### src/rtl/pix_csc_pkg.sv
package pix_csc_pkg;

  localparam int CSC_PIX_W  = 8;
  localparam int CSC_COEF_W = 11;
  localparam int CSC_OFF_W  = 9;
  localparam int CSC_FRAC_W = 8;
  localparam int CSC_N_CH   = 3;
  localparam int CSC_ADDR_W = 3;
  localparam int CSC_DATA_W = 32;

  typedef enum logic [1:0] {
    CSC_PASS     = 2'b00,
    CSC_RGB2YUV  = 2'b01,
    CSC_YUV2RGB  = 2'b10,
    CSC_PASS_ALT = 2'b11
  } csc_mode_e;

endpackage

### src/rtl/pix_csc_coef_bank.sv
module pix_csc_coef_bank #(
  parameter int N_CH   = 3,
  parameter int COEF_W = 11,
  parameter int OFF_W  = 9,
  parameter int ADDR_W = 3,
  parameter int DATA_W = 32
) (
  input  logic                               clk,
  input  logic                               rst_n,
  input  logic                               wr_en,
  input  logic [ADDR_W-1:0]                  wr_addr,
  input  logic [DATA_W-1:0]                  wr_data,
  input  logic                               commit_ok,
  output logic                               pending,
  output logic [N_CH*N_CH-1:0][COEF_W-1:0]   act_m,
  output logic [N_CH-1:0][OFF_W-1:0]         act_d,
  output logic [N_CH-1:0][OFF_W-1:0]         eff_d
);

  localparam int N_MAT  = N_CH * N_CH;
  localparam int HI_LSB = DATA_W / 2;

  logic [N_MAT-1:0][COEF_W-1:0] sh_m_q, sh_m_d, act_m_q, act_m_d;
  logic [N_CH-1:0][OFF_W-1:0]   sh_d_q, sh_d_d, act_d_q, act_d_d;
  logic                         pend_q, pend_d;
  logic                         commit;

  assign commit = pend_q && commit_ok;

  // Shadow fields: field f lives in word f/2, even f in the high half.
  always_comb begin
    sh_m_d = sh_m_q;
    sh_d_d = sh_d_q;
    for (int k = 0; k < N_MAT; k++) begin
      if (wr_en && (wr_addr == ADDR_W'(k / 2))) begin
        sh_m_d[k] = ((k % 2) == 0) ? wr_data[HI_LSB +: COEF_W]
                                   : wr_data[0 +: COEF_W];
      end
    end
    for (int j = 0; j < N_CH; j++) begin
      if (wr_en && (wr_addr == ADDR_W'((N_MAT + j) / 2))) begin
        sh_d_d[j] = (((N_MAT + j) % 2) == 0) ? wr_data[HI_LSB +: OFF_W]
                                             : wr_data[0 +: OFF_W];
      end
    end
  end

  always_comb begin
    act_m_d = commit ? sh_m_q : act_m_q;
    act_d_d = commit ? sh_d_q : act_d_q;
    if (wr_en) begin
      pend_d = 1'b1;
    end else if (commit) begin
      pend_d = 1'b0;
    end else begin
      pend_d = pend_q;
    end
  end

  always_ff @(posedge clk or negedge rst_n) begin
    if (!rst_n) begin
      sh_m_q  <= '0;
      sh_d_q  <= '0;
      act_m_q <= '0;
      act_d_q <= '0;
      pend_q  <= 1'b0;
    end else begin
      sh_m_q  <= sh_m_d;
      sh_d_q  <= sh_d_d;
      act_m_q <= act_m_d;
      act_d_q <= act_d_d;
      pend_q  <= pend_d;
    end
  end

  assign pending = pend_q;
  assign act_m   = act_m_q;
  assign act_d   = act_d_q;
  // Offsets seen by a pixel entering on the committing edge are the new ones.
  assign eff_d   = commit ? sh_d_q : act_d_q;

endmodule

### src/rtl/pix_csc_offset_stage.sv
module pix_csc_offset_stage
  import pix_csc_pkg::*;
#(
  parameter int N_CH  = 3,
  parameter int PIX_W = 8,
  parameter int OFF_W = 9,
  parameter int V_W   = 10
) (
  input  logic                         clk,
  input  logic                         rst_n,
  input  logic                         in_valid,
  input  logic [1:0]                   in_mode,
  input  logic [N_CH-1:0][PIX_W-1:0]   in_pix,
  input  logic [N_CH-1:0][OFF_W-1:0]   off_d,
  output logic                         s1_valid,
  output logic                         s1_pass,
  output logic [N_CH-1:0][V_W-1:0]     s1_opnd,
  output logic [N_CH-1:0][OFF_W-1:0]   s1_post,
  output logic [N_CH-1:0][PIX_W-1:0]   s1_raw
);

  logic                       vld_q;
  logic                       pass_q, pass_d;
  logic [N_CH-1:0][V_W-1:0]   opnd_q, opnd_d;
  logic [N_CH-1:0][OFF_W-1:0] post_q, post_d;
  logic [N_CH-1:0][PIX_W-1:0] raw_q, raw_d;
  logic                       pre_add, post_add;

  always_comb begin
    pre_add  = (in_mode == CSC_YUV2RGB);
    post_add = (in_mode == CSC_RGB2YUV);
    pass_d   = pass_q;
    opnd_d   = opnd_q;
    post_d   = post_q;
    raw_d    = raw_q;
    if (in_valid) begin
      pass_d = !(pre_add || post_add);
      raw_d  = in_pix;
      for (int c = 0; c < N_CH; c++) begin
        opnd_d[c] = V_W'(in_pix[c]) +
                    (pre_add ? V_W'($signed(off_d[c])) : V_W'(0));
        post_d[c] = post_add ? off_d[c] : OFF_W'(0);
      end
    end
  end

  always_ff @(posedge clk or negedge rst_n) begin
    if (!rst_n) begin
      vld_q  <= 1'b0;
      pass_q <= 1'b0;
      opnd_q <= '0;
      post_q <= '0;
      raw_q  <= '0;
    end else begin
      vld_q  <= in_valid;
      pass_q <= pass_d;
      opnd_q <= opnd_d;
      post_q <= post_d;
      raw_q  <= raw_d;
    end
  end

  assign s1_valid = vld_q;
  assign s1_pass  = pass_q;
  assign s1_opnd  = opnd_q;
  assign s1_post  = post_q;
  assign s1_raw   = raw_q;

endmodule

### src/rtl/pix_csc_mult_stage.sv
module pix_csc_mult_stage #(
  parameter int N_CH   = 3,
  parameter int PIX_W  = 8,
  parameter int COEF_W = 11,
  parameter int OFF_W  = 9,
  parameter int V_W    = 10,
  parameter int PROD_W = 21
) (
  input  logic                                clk,
  input  logic                                rst_n,
  input  logic                                s1_valid,
  input  logic                                s1_pass,
  input  logic [N_CH-1:0][V_W-1:0]            s1_opnd,
  input  logic [N_CH-1:0][OFF_W-1:0]          s1_post,
  input  logic [N_CH-1:0][PIX_W-1:0]          s1_raw,
  input  logic [N_CH*N_CH-1:0][COEF_W-1:0]    coef,
  output logic                                s2_valid,
  output logic                                s2_pass,
  output logic [N_CH*N_CH-1:0][PROD_W-1:0]    s2_prod,
  output logic [N_CH-1:0][OFF_W-1:0]          s2_post,
  output logic [N_CH-1:0][PIX_W-1:0]          s2_raw
);

  localparam int N_MAT = N_CH * N_CH;

  logic                          vld_q;
  logic                          pass_q, pass_d;
  logic [N_MAT-1:0][PROD_W-1:0]  prod_q, prod_d;
  logic [N_CH-1:0][OFF_W-1:0]    post_q, post_d;
  logic [N_CH-1:0][PIX_W-1:0]    raw_q, raw_d;
  logic [N_MAT-1:0][PROD_W-1:0]  prod_w;

  // One signed multiplier per matrix entry.
  for (genvar r = 0; r < N_CH; r++) begin : g_row
    for (genvar c = 0; c < N_CH; c++) begin : g_col
      logic signed [PROD_W-1:0] mul_s;
      assign mul_s = PROD_W'($signed(coef[r*N_CH+c]) * $signed(s1_opnd[c]));
      assign prod_w[r*N_CH+c] = mul_s;
    end
  end

  always_comb begin
    pass_d = s1_valid ? s1_pass : pass_q;
    prod_d = s1_valid ? prod_w  : prod_q;
    post_d = s1_valid ? s1_post : post_q;
    raw_d  = s1_valid ? s1_raw  : raw_q;
  end

  always_ff @(posedge clk or negedge rst_n) begin
    if (!rst_n) begin
      vld_q  <= 1'b0;
      pass_q <= 1'b0;
      prod_q <= '0;
      post_q <= '0;
      raw_q  <= '0;
    end else begin
      vld_q  <= s1_valid;
      pass_q <= pass_d;
      prod_q <= prod_d;
      post_q <= post_d;
      raw_q  <= raw_d;
    end
  end

  assign s2_valid = vld_q;
  assign s2_pass  = pass_q;
  assign s2_prod  = prod_q;
  assign s2_post  = post_q;
  assign s2_raw   = raw_q;

endmodule

### src/rtl/pix_csc_sum_stage.sv
module pix_csc_sum_stage #(
  parameter int N_CH   = 3,
  parameter int PIX_W  = 8,
  parameter int OFF_W  = 9,
  parameter int FRAC_W = 8,
  parameter int PROD_W = 21,
  parameter int ACC_W  = 24
) (
  input  logic                               clk,
  input  logic                               rst_n,
  input  logic                               s2_valid,
  input  logic                               s2_pass,
  input  logic [N_CH*N_CH-1:0][PROD_W-1:0]   s2_prod,
  input  logic [N_CH-1:0][OFF_W-1:0]         s2_post,
  input  logic [N_CH-1:0][PIX_W-1:0]         s2_raw,
  output logic                               o_valid,
  output logic [N_CH-1:0][PIX_W-1:0]         o_pix
);

  localparam logic signed [ACC_W-1:0] HALF_LSB = ACC_W'(1) <<< (FRAC_W - 1);
  localparam logic signed [ACC_W-1:0] PIX_MAX  = ACC_W'((1 << PIX_W) - 1);

  logic                       vld_q;
  logic [N_CH-1:0][PIX_W-1:0] pix_q, pix_d;
  logic [N_CH-1:0][PIX_W-1:0] sat_w;

  for (genvar r = 0; r < N_CH; r++) begin : g_out
    logic signed [ACC_W-1:0] acc_s;
    logic signed [ACC_W-1:0] scaled_s;
    always_comb begin
      acc_s = (ACC_W'($signed(s2_post[r])) <<< FRAC_W) + HALF_LSB;
      for (int c = 0; c < N_CH; c++) begin
        acc_s = acc_s + ACC_W'($signed(s2_prod[r*N_CH+c]));
      end
      scaled_s = acc_s >>> FRAC_W;
      if (scaled_s < 0) begin
        sat_w[r] = '0;
      end else if (scaled_s > PIX_MAX) begin
        sat_w[r] = '1;
      end else begin
        sat_w[r] = scaled_s[PIX_W-1:0];
      end
    end
  end

  always_comb begin
    pix_d = pix_q;
    if (s2_valid) begin
      pix_d = s2_pass ? s2_raw : sat_w;
    end
  end

  always_ff @(posedge clk or negedge rst_n) begin
    if (!rst_n) begin
      vld_q <= 1'b0;
      pix_q <= '0;
    end else begin
      vld_q <= s2_valid;
      pix_q <= pix_d;
    end
  end

  assign o_valid = vld_q;
  assign o_pix   = pix_q;

endmodule

### src/rtl/pix_csc.sv
module pix_csc
  import pix_csc_pkg::*;
#(
  parameter int PIX_W  = CSC_PIX_W,
  parameter int COEF_W = CSC_COEF_W,
  parameter int OFF_W  = CSC_OFF_W,
  parameter int FRAC_W = CSC_FRAC_W,
  parameter int ADDR_W = CSC_ADDR_W,
  parameter int DATA_W = CSC_DATA_W
) (
  input  logic              clk,
  input  logic              rst_n,
  input  logic              cfg_we,
  input  logic [ADDR_W-1:0] cfg_addr,
  input  logic [DATA_W-1:0] cfg_wdata,
  input  logic [1:0]        mode,
  input  logic              frame_start,
  input  logic              pix_valid,
  input  logic [PIX_W-1:0]  pix_in_a,
  input  logic [PIX_W-1:0]  pix_in_b,
  input  logic [PIX_W-1:0]  pix_in_c,
  output logic              out_valid,
  output logic [PIX_W-1:0]  pix_out_a,
  output logic [PIX_W-1:0]  pix_out_b,
  output logic [PIX_W-1:0]  pix_out_c
);

  localparam int N_CH   = CSC_N_CH;
  localparam int N_MAT  = N_CH * N_CH;
  localparam int V_W    = PIX_W + 2;
  localparam int PROD_W = COEF_W + V_W;
  localparam int ACC_W  = PROD_W + $clog2(N_CH + 2);

  // Reset: asserted asynchronously, released on a clock edge.
  logic [1:0] rst_pipe_q;
  logic       rst_s_n;

  always_ff @(posedge clk or negedge rst_n) begin
    if (!rst_n) begin
      rst_pipe_q <= 2'b00;
    end else begin
      rst_pipe_q <= {rst_pipe_q[0], 1'b1};
    end
  end
  assign rst_s_n = rst_pipe_q[1];

  logic [N_CH-1:0][PIX_W-1:0]  pix_in_w;
  logic [N_MAT-1:0][COEF_W-1:0] act_m;
  logic [N_CH-1:0][OFF_W-1:0]  act_d, eff_d;
  logic                        cfg_pend;
  logic                        commit_ok;

  logic                        s1_valid, s1_pass;
  logic [N_CH-1:0][V_W-1:0]    s1_opnd;
  logic [N_CH-1:0][OFF_W-1:0]  s1_post;
  logic [N_CH-1:0][PIX_W-1:0]  s1_raw;

  logic                        s2_valid, s2_pass;
  logic [N_MAT-1:0][PROD_W-1:0] s2_prod;
  logic [N_CH-1:0][OFF_W-1:0]  s2_post;
  logic [N_CH-1:0][PIX_W-1:0]  s2_raw;

  logic [N_CH-1:0][PIX_W-1:0]  out_w;

  assign pix_in_w  = {pix_in_c, pix_in_b, pix_in_a};
  assign commit_ok = !s1_valid && !s2_valid && (!pix_valid || frame_start);

  pix_csc_coef_bank #(
    .N_CH(N_CH), .COEF_W(COEF_W), .OFF_W(OFF_W),
    .ADDR_W(ADDR_W), .DATA_W(DATA_W)
  ) u_bank (
    .clk      (clk),
    .rst_n    (rst_s_n),
    .wr_en    (cfg_we),
    .wr_addr  (cfg_addr),
    .wr_data  (cfg_wdata),
    .commit_ok(commit_ok),
    .pending  (cfg_pend),
    .act_m    (act_m),
    .act_d    (act_d),
    .eff_d    (eff_d)
  );

  pix_csc_offset_stage #(
    .N_CH(N_CH), .PIX_W(PIX_W), .OFF_W(OFF_W), .V_W(V_W)
  ) u_s1 (
    .clk     (clk),
    .rst_n   (rst_s_n),
    .in_valid(pix_valid),
    .in_mode (mode),
    .in_pix  (pix_in_w),
    .off_d   (eff_d),
    .s1_valid(s1_valid),
    .s1_pass (s1_pass),
    .s1_opnd (s1_opnd),
    .s1_post (s1_post),
    .s1_raw  (s1_raw)
  );

  pix_csc_mult_stage #(
    .N_CH(N_CH), .PIX_W(PIX_W), .COEF_W(COEF_W), .OFF_W(OFF_W),
    .V_W(V_W), .PROD_W(PROD_W)
  ) u_s2 (
    .clk     (clk),
    .rst_n   (rst_s_n),
    .s1_valid(s1_valid),
    .s1_pass (s1_pass),
    .s1_opnd (s1_opnd),
    .s1_post (s1_post),
    .s1_raw  (s1_raw),
    .coef    (act_m),
    .s2_valid(s2_valid),
    .s2_pass (s2_pass),
    .s2_prod (s2_prod),
    .s2_post (s2_post),
    .s2_raw  (s2_raw)
  );

  pix_csc_sum_stage #(
    .N_CH(N_CH), .PIX_W(PIX_W), .OFF_W(OFF_W), .FRAC_W(FRAC_W),
    .PROD_W(PROD_W), .ACC_W(ACC_W)
  ) u_s3 (
    .clk     (clk),
    .rst_n   (rst_s_n),
    .s2_valid(s2_valid),
    .s2_pass (s2_pass),
    .s2_prod (s2_prod),
    .s2_post (s2_post),
    .s2_raw  (s2_raw),
    .o_valid (out_valid),
    .o_pix   (out_w)
  );

  assign pix_out_a = out_w[0];
  assign pix_out_b = out_w[1];
  assign pix_out_c = out_w[2];

endmodule

### config.mk
export PLATFORM = sky130hd
export DESIGN_NAME = pix_csc
export DESIGN_NICKNAME = d
export VERILOG_FILES = /design/src/rtl/pix_csc_pkg.sv /design/src/rtl/pix_csc_coef_bank.sv /design/src/rtl/pix_csc_offset_stage.sv /design/src/rtl/pix_csc_mult_stage.sv /design/src/rtl/pix_csc_sum_stage.sv /design/src/rtl/pix_csc.sv
export SDC_FILE = /design/constraint.sdc
export NUM_CORES = 2
export LEC_CHECK = 0
export ABC_AREA = 1
export BUFFER_PORTS_ARGS = -buffer_cell sky130_fd_sc_hd__buf_2
export CAP_MARGIN = 40
export CORE_ASPECT_RATIO = 0.6
export CORE_MARGIN = 3
export CORE_UTILIZATION = 60
export CTS_CLUSTER_SIZE = 14
export DETAILED_ROUTE_END_ITERATION = 8
export PLACE_DENSITY = 0.78
export SETUP_SLACK_MARGIN = 0.2
export SKIP_LAST_GASP = 1
export SLEW_MARGIN = 25
export SYNTH_ARGS = -nofsm -noshare
export SYNTH_HDL_FRONTEND = slang
export SYNTH_SLANG_ARGS = --single-unit
### constraint.sdc
create_clock -name clk -period 17.3 [get_ports clk]
set_clock_uncertainty 0.15 [all_clocks]
set_input_delay 0.865 -clock clk [delete_from_list [all_inputs] [get_ports clk]]
set_output_delay 0.865 -clock clk [all_outputs]
set_load 0.03 [all_outputs]
Word-level counts from Yosys, hierarchy flattened
Index checks and enable logic that the tools add are counted.
{"block": "word_totals", "inputBits": 66, "romBits": 0, "wordCells": 128, "ram_bits": 0, "n_memories": 0, "reg_bits": 605, "latchBits": 0}
{"block": "classes", "mux": 16, "n_addsub": 15, "n_div": 0, "n_reduce_logical": 17, "order_cmp": 6, "mul": 9, "n_shift": 0, "bitwise_logic": 0, "eq_ne": 7}
{"cell": "11-bit by 10-bit multiplier with 21-bit output", "count": 9}
{"cell": "24-bit by 21-bit adder with 24-bit output", "count": 6}
{"cell": "18-bit by 21-bit adder with 22-bit output", "count": 3}
{"cell": "17-bit by 9-bit adder with 18-bit output, second input constant", "count": 3}
{"cell": "16-bit by 9-bit greater-than comparator with 1-bit output, second input constant", "count": 3}
{"cell": "16-bit by 1-bit < comparator with 1-bit output, second input constant", "count": 3}
{"cell": "8-bit 2-to-1 mux", "count": 6}
{"cell": "8-bit by 10-bit adder with 10-bit output", "count": 3}
{"cell": "10-bit 2-to-1 mux", "count": 3}
{"cell": "27-bit 2-to-1 mux", "count": 1}
{"cell": "9-bit 2-to-1 mux", "count": 3}
{"cell": "24-bit 2-to-1 mux", "count": 1}
{"cell": "1-bit logical AND", "count": 9}
{"cell": "3-bit by 2-bit == test with 1-bit output, second input constant", "count": 2}
{"cell": "3-bit == test, second input constant", "count": 2}
{"cell": "1-bit zero test", "count": 4}
{"cell": "3-bit by 1-bit == test with 1-bit output, second input constant", "count": 1}
{"cell": "3-bit zero test", "count": 1}
{"cell": "2-bit by 1-bit == test with 1-bit output, second input constant", "count": 1}
{"cell": "2-bit == test, second input constant", "count": 1}
{"cell": "1-bit logical OR", "count": 2}
{"cell": "1-bit 2-to-1 mux", "count": 2}
{"cell": "2-bit nonzero test", "count": 1}

Longest topological paths before layout
{"block": "depth", "ltp_word": 8, "mapped_depth": 29}

Cells and area by module
A second synthesis with hierarchy kept.
{"block": "unflattened", "hier_cells": 9780, "area_unflattened_um2": 73850.8}
{"mod": "pix_csc_mult_stage", "seq_area_each_um2": 6055.8, "cells_each": 6746, "area_per_inst_um2": 50900.1, "n_inst": 1}
{"mod": "pix_csc_coef_bank", "seq_area_each_um2": 6331.1, "cells_each": 1106, "area_per_inst_um2": 9865.7, "n_inst": 1}
{"mod": "pix_csc_sum_stage", "seq_area_each_um2": 625.6, "cells_each": 1314, "area_per_inst_um2": 8474.4, "n_inst": 1}
{"mod": "pix_csc_offset_stage", "seq_area_each_um2": 2077.0, "cells_each": 605, "area_per_inst_um2": 4534.3, "n_inst": 1}
{"mod": "pix_csc", "seq_area_each_um2": 50.0, "cells_each": 9, "area_per_inst_um2": 76.3, "n_inst": 1}

Least setup slack after synthesis
No wires, ideal clock.
{"block": "synth_timing", "kind": "reg2reg", "from": "register u_s1.opnd_q, in the netlist u_s1.s1_opnd[1]", "to": "register u_s2.prod_q, in the netlist u_s2.s2_prod[144]", "path_buffers": 2, "path_stages_with_launch": 24, "arrival_time_ns": 4.954, "setup_slack_ns": 12.078, "required_ns": 17.032, "setup_time_ns": 0.118, "cell_sequence": "dfrtp_1 > clkbuf_1 > clkbuf_1 > nand2_1 > fa_1 > fa_1 > inv_1 > fa_1 > inv_1 > fa_1 > inv_1 > fa_1 > ha_1 > inv_1 > nor3_1 > nand4_1 > o211ai_1 > nand3_1 > nor2_1 > nor2_1 > nor2_1 > o21ai_0 > nand3_1 > nand2_1"}
{"block": "synth_between", "elab_chain_len": 1}
{"element": "start, declared", "line_no": "pix_csc_offset_stage.sv:24", "rtl": "logic [N_CH-1:0][V_W-1:0] opnd_q, opnd_d;"}
{"element": "start signal, assigned", "line_no": "pix_csc_offset_stage.sv:57", "rtl": "opnd_q <= opnd_d;"}
{"element": "11-bit by 10-bit multiplier with 21-bit output", "line_no": "pix_csc_mult_stage.sv:37", "rtl": "assign mul_s = PROD_W'($signed(coef[r*N_CH+c]) * $signed(s1_opnd[c]));"}
{"element": "end signal, assigned", "line_no": "pix_csc_mult_stage.sv:59", "rtl": "prod_q <= prod_d;"}
{"element": "end, declared", "line_no": "pix_csc_mult_stage.sv:28", "rtl": "logic [N_MAT-1:0][PROD_W-1:0] prod_q, prod_d;"}
Every way passes these cells.
A chain may end at the register's enable or synchronous reset.

Worst setup path in the final report
{"block": "layout_timing", "from": "register u_s1.opnd_q, in the netlist u_s1.s1_opnd[9]", "to": "register u_s2.prod_q, in the netlist u_s2.s2_prod[146]"}
Same word-level chain as after synthesis.

==> metrics.md <==
| Metric | Value |
|---|---|
| Status | `finished, final reports clean` |
| Routed vias/inst | `5.61` |
| CTS HTree Levels | `3` |
| R2r startpoint | `u_s1.s1_opnd[9]` |
| Fin crit period | `6440 ps` |
| Final Hold Fails | `0` |
| CP startpoint kind | `register` |
| R2r setup slk | `about 11000 ps` |
| Vias | `55342` |
| Rows | `95` |
| Synth async-reset ratio | `100%` |
| Worst Setup EP | `u_s2.s2_prod[146]` |
| Post-synthesis average cell area | `approximately 8.2 sq um` |
| Sink Count | `just over 600` |
| Clock Tree Buf Depth | `3` |
| Clock Latency Late Sink | `roughly 690 ps` |
| Routability congestion estimate | `~1.0` |
| Routed WL | `202 mm` |
| CP max stage delay | `approximately 790 ps` |
| Final setup vio count | `0` |
| Critical path type | `register to register` |
| Initial core utilization | `60.9%` |
| Initial antenna violation count | `16` |
| Synthesized area | `68700 sq um` |
| Max Cap Viol | `0` |
| Ys Warns | `0` |
| Crit Path Max Fanout | `11` |
| Core box area | `approximately 110000 sq um` |
| Worst path cell trace | `inv_1 -> or2_2 -> fa_1 -> fa_1 -> fa_1 -> fa_1 -> inv_1 -> fa_1 -> ha_1 -> inv_1 -> nor3_1 -> nand2_1 -> o311ai_0 -> xor2_1 -> o21ai_0` |
| Register clock-pin slew on the reported worst setup and hold paths | `about 80 ps` |
| Synth Flop Type | `dfrtp_1` |
| Crit end category | `register` |
| Vias in the first global route | `about 54000` |
| DP Wirelength | `157 mm` |
| Number of port buffers | `80` |
| Rel. slew slack | `15.2%` |
| Clock buffer count from CTS | `between 60 and 70` |
| Die Span X | `443 microns` |
| Most used cell, CP | `fa_1` |
| Worst-Margin Slew | `between 1000 and 1500 ps` |
| Crit path arrival time | `6850 ps` |
| Hold WC Path Type | `register to asynchronous set/reset pin` |
| Post-CTS Resized | `0` |
| Layout cell share with drive strength beyond 1 | `5.23%` |
| Register area share after synthesis | `22.0%` |
| Detail Route Antenna Nets | `0` |
| Final TNS setup | `0 ps` |
| Synth Instances | `8411` |
| Crit path from | `u_s1.s1_opnd[9]` |
| Io pins | `91` |
| GRT Resource Usage Total | `between 30 and 40%` |
| 1st-pass router iterations | `8` |
| Area Overhead vs Synth | `6.22%` |
| First-pass GRT wire length | `approximately 320 mm` |
| Largest net degree at the start of global routing | `160` |
| Yosys reg bits | `just over 600` |
| FMAX | `between 150 and 200 MHz` |
| Die Footprint | `around 120000 sq um` |
| Root Buffer Master | `clkbuf_16` |
| Initial drt markers | `approximately 6200` |
| Syn nets | `around 10000` |
| Worst R2R End | `u_s2.s2_prod[146]` |
| Required @ worst endpoint | `17710 ps` |
| TritonCTS clock tree | `yes` |
| Yosys cell types | `53` |
| Die H | `between 200 and 300 microns` |
| # DRC | `0` |
| Unrepaired setup endpoints after global routing | `no` |
| Crit-path slowest cell | `dfrtp_1` |
| Final worst path period share | `between 30% and 40%` |
| EDFF count, synth | `0` |
| Routed WL per cell | `just over 20 microns` |
| Slew Viols, Final | `0` |
| Worst r2r path cells | `15` |
| GRT overflow | `0` |
| Nets@finish | `9920` |
## logic make-up after synthesis
| family | share of synthesized area [%] |
|---|---|
| adder cells (fa/ha/maj) | 38.7 |
| other | 0.00546 |
| AO/OA/AOI/OAI | 7.05 |
| flip-flops | 22.0 |
| buffers and inverters | 11.1 |
| AND/OR/NAND/NOR | 17.8 |
| XOR/XNOR | 3.29 |
## critical path, delay by kind of cell (launching register included)
family / cells / cell delay [ps]
XOR/XNOR: 1 / 200
AO/OA/AOI/OAI: 2 / 840
buffers and inverters: 3 / 550
AND/OR/NAND/NOR: 3 / 950
flip-flops: 1 / 790
adder cells (fa/ha/maj): 6 / 2830
## worst min path at each step
| stage | cells after the start | slack (ps) | endpoint | start |
|---|---|---|---|---|
| 6_report | 0 | 140 | u_bank.sh_m_q[54] | rst_pipe_q[1] |
| 5_1_grt | 0 | 170 | u_bank.sh_m_q[54] | rst_pipe_q[1] |
| 4_1_cts | 0 | 150 | u_bank.sh_m_q[54] | rst_pipe_q[1] |
| 3_5_place_dp | 0 | 150 | u_bank.sh_m_q[54] | rst_pipe_q[1] |
| 3_3_place_gp | 0 | 130 | u_bank.sh_m_q[54] | rst_pipe_q[1] |
| 2_1_floorplan | 0 | 180 | rst_pipe_q[1] | rst_pipe_q[0] |
## state kept, by name, indices dropped and copies added (netlist names), 2 cells and up
| name | flops |
|---|---|
| u_s3.o_pix | 24 |
| u_s2.s2_prod | 189 |
| u_bank.act_m | 99 |
| u_s1.s1_raw | 24 |
| u_bank.sh_d_q | 27 |
| u_s2.s2_raw | 24 |
| u_s1.s1_post | 27 |
| u_bank.act_d | 27 |
| u_s2.s2_post | 27 |
| rst_pipe_q | 2 |
| u_s1.s1_opnd | 30 |
| u_bank.sh_m_q | 99 |
## cells in the final DEF, fill, tap and decap left out, drive strengths merged, types with 2 or more instances in the layout
cell type / n
ha: 590
o22ai: 3
clkinv: 18
a22oi: 3
bufinv: 4
clkinvlp: 3
o21a: 8
a31oi: 31
a21o: 18
o32ai: 2
xor2: 117
nand2b: 2
nor2: 238
a21boi: 13
dfrtp: 605
nand2: 2519
inv: 1683
o31ai: 21
o21bai: 11
nor3: 34
diode: 18
nand3b: 7
fa: 960
o211ai: 8
clkbuf: 88
nor4: 6
nand4: 25
xnor2: 141
o311ai: 6
nand3: 132
or2: 112
a21oi: 314
a211oi: 6
o21ai: 447
and2: 4
buf: 169
## through the flow
step           area, sq um  hold WS, ps  std cells  setup WS (ps)  utilization, %
4_1_cts              72800          154       9844          10870            64.5
3_5_place_dp         70500          146       9727          10390            62.5
6_report             73000          136       9873          10860            64.7
5_1_grt              73000          172       9860          10660            64.7
2_1_floorplan        68700          181       8411           7310               -
3_3_place_gp         70100          126       9704          10430            62.2
## routing by layer
layer	part of all wire, %	global-route usage, %
met2	39	45.9
met5	0.0089	0
met1	44	53.0
met4	2.8	9.95
met3	14	12.4
## timing repair
item,CTS,global route
endpoints found under the hold margin,2,0
buffers inserted,0,0
hold buffers,1,0
## synthesized netlist by cell type, types with 10 or more instances
| master | n | area (sq um) |
|---|---|---|
| fa_1 | 960 | 19200 |
| xor2_1 | 117 | 1020 |
| inv_1 | 1674 | 6280 |
| nand2_1 | 2514 | 9440 |
| nand4_1 | 25 | 156 |
| a31oi_1 | 31 | 194 |
| o21bai_1 | 10 | 75.1 |
| a21boi_0 | 13 | 97.6 |
| o31ai_1 | 21 | 158 |
| o21ai_1 | 17 | 85.1 |
| or2_2 | 109 | 682 |
| ha_1 | 590 | 7380 |
| a21oi_1 | 306 | 1530 |
| dfrtp_1 | 605 | 15100 |
| a21o_1 | 18 | 135 |
| nand3_1 | 130 | 651 |
| clkbuf_1 | 323 | 1210 |
| xnor2_1 | 141 | 1230 |
| nor3_1 | 32 | 160 |
| o21ai_0 | 422 | 2110 |
| buf_2 | 18 | 90.1 |
| nor2_1 | 232 | 871 |
## area by class of cell
class | count | area (sq um)
Clock inverter | 29 | 383
Tap cell | 1503 | 1880
Inverter | 1679 | 6310
Fill cell | 9283 | 39800
Clock buffer | 87 | 1870
Sequential cell | 605 | 15100
Antenna cell | 18 | 45.0
Timing Repair Buffer | 171 | 1400
Multi-Input combinational cell | 5781 | 45900
Power is left out: the tool's default activity adds up to more than one toggle a clock period on the data nets, which glitch-free logic cannot reach.
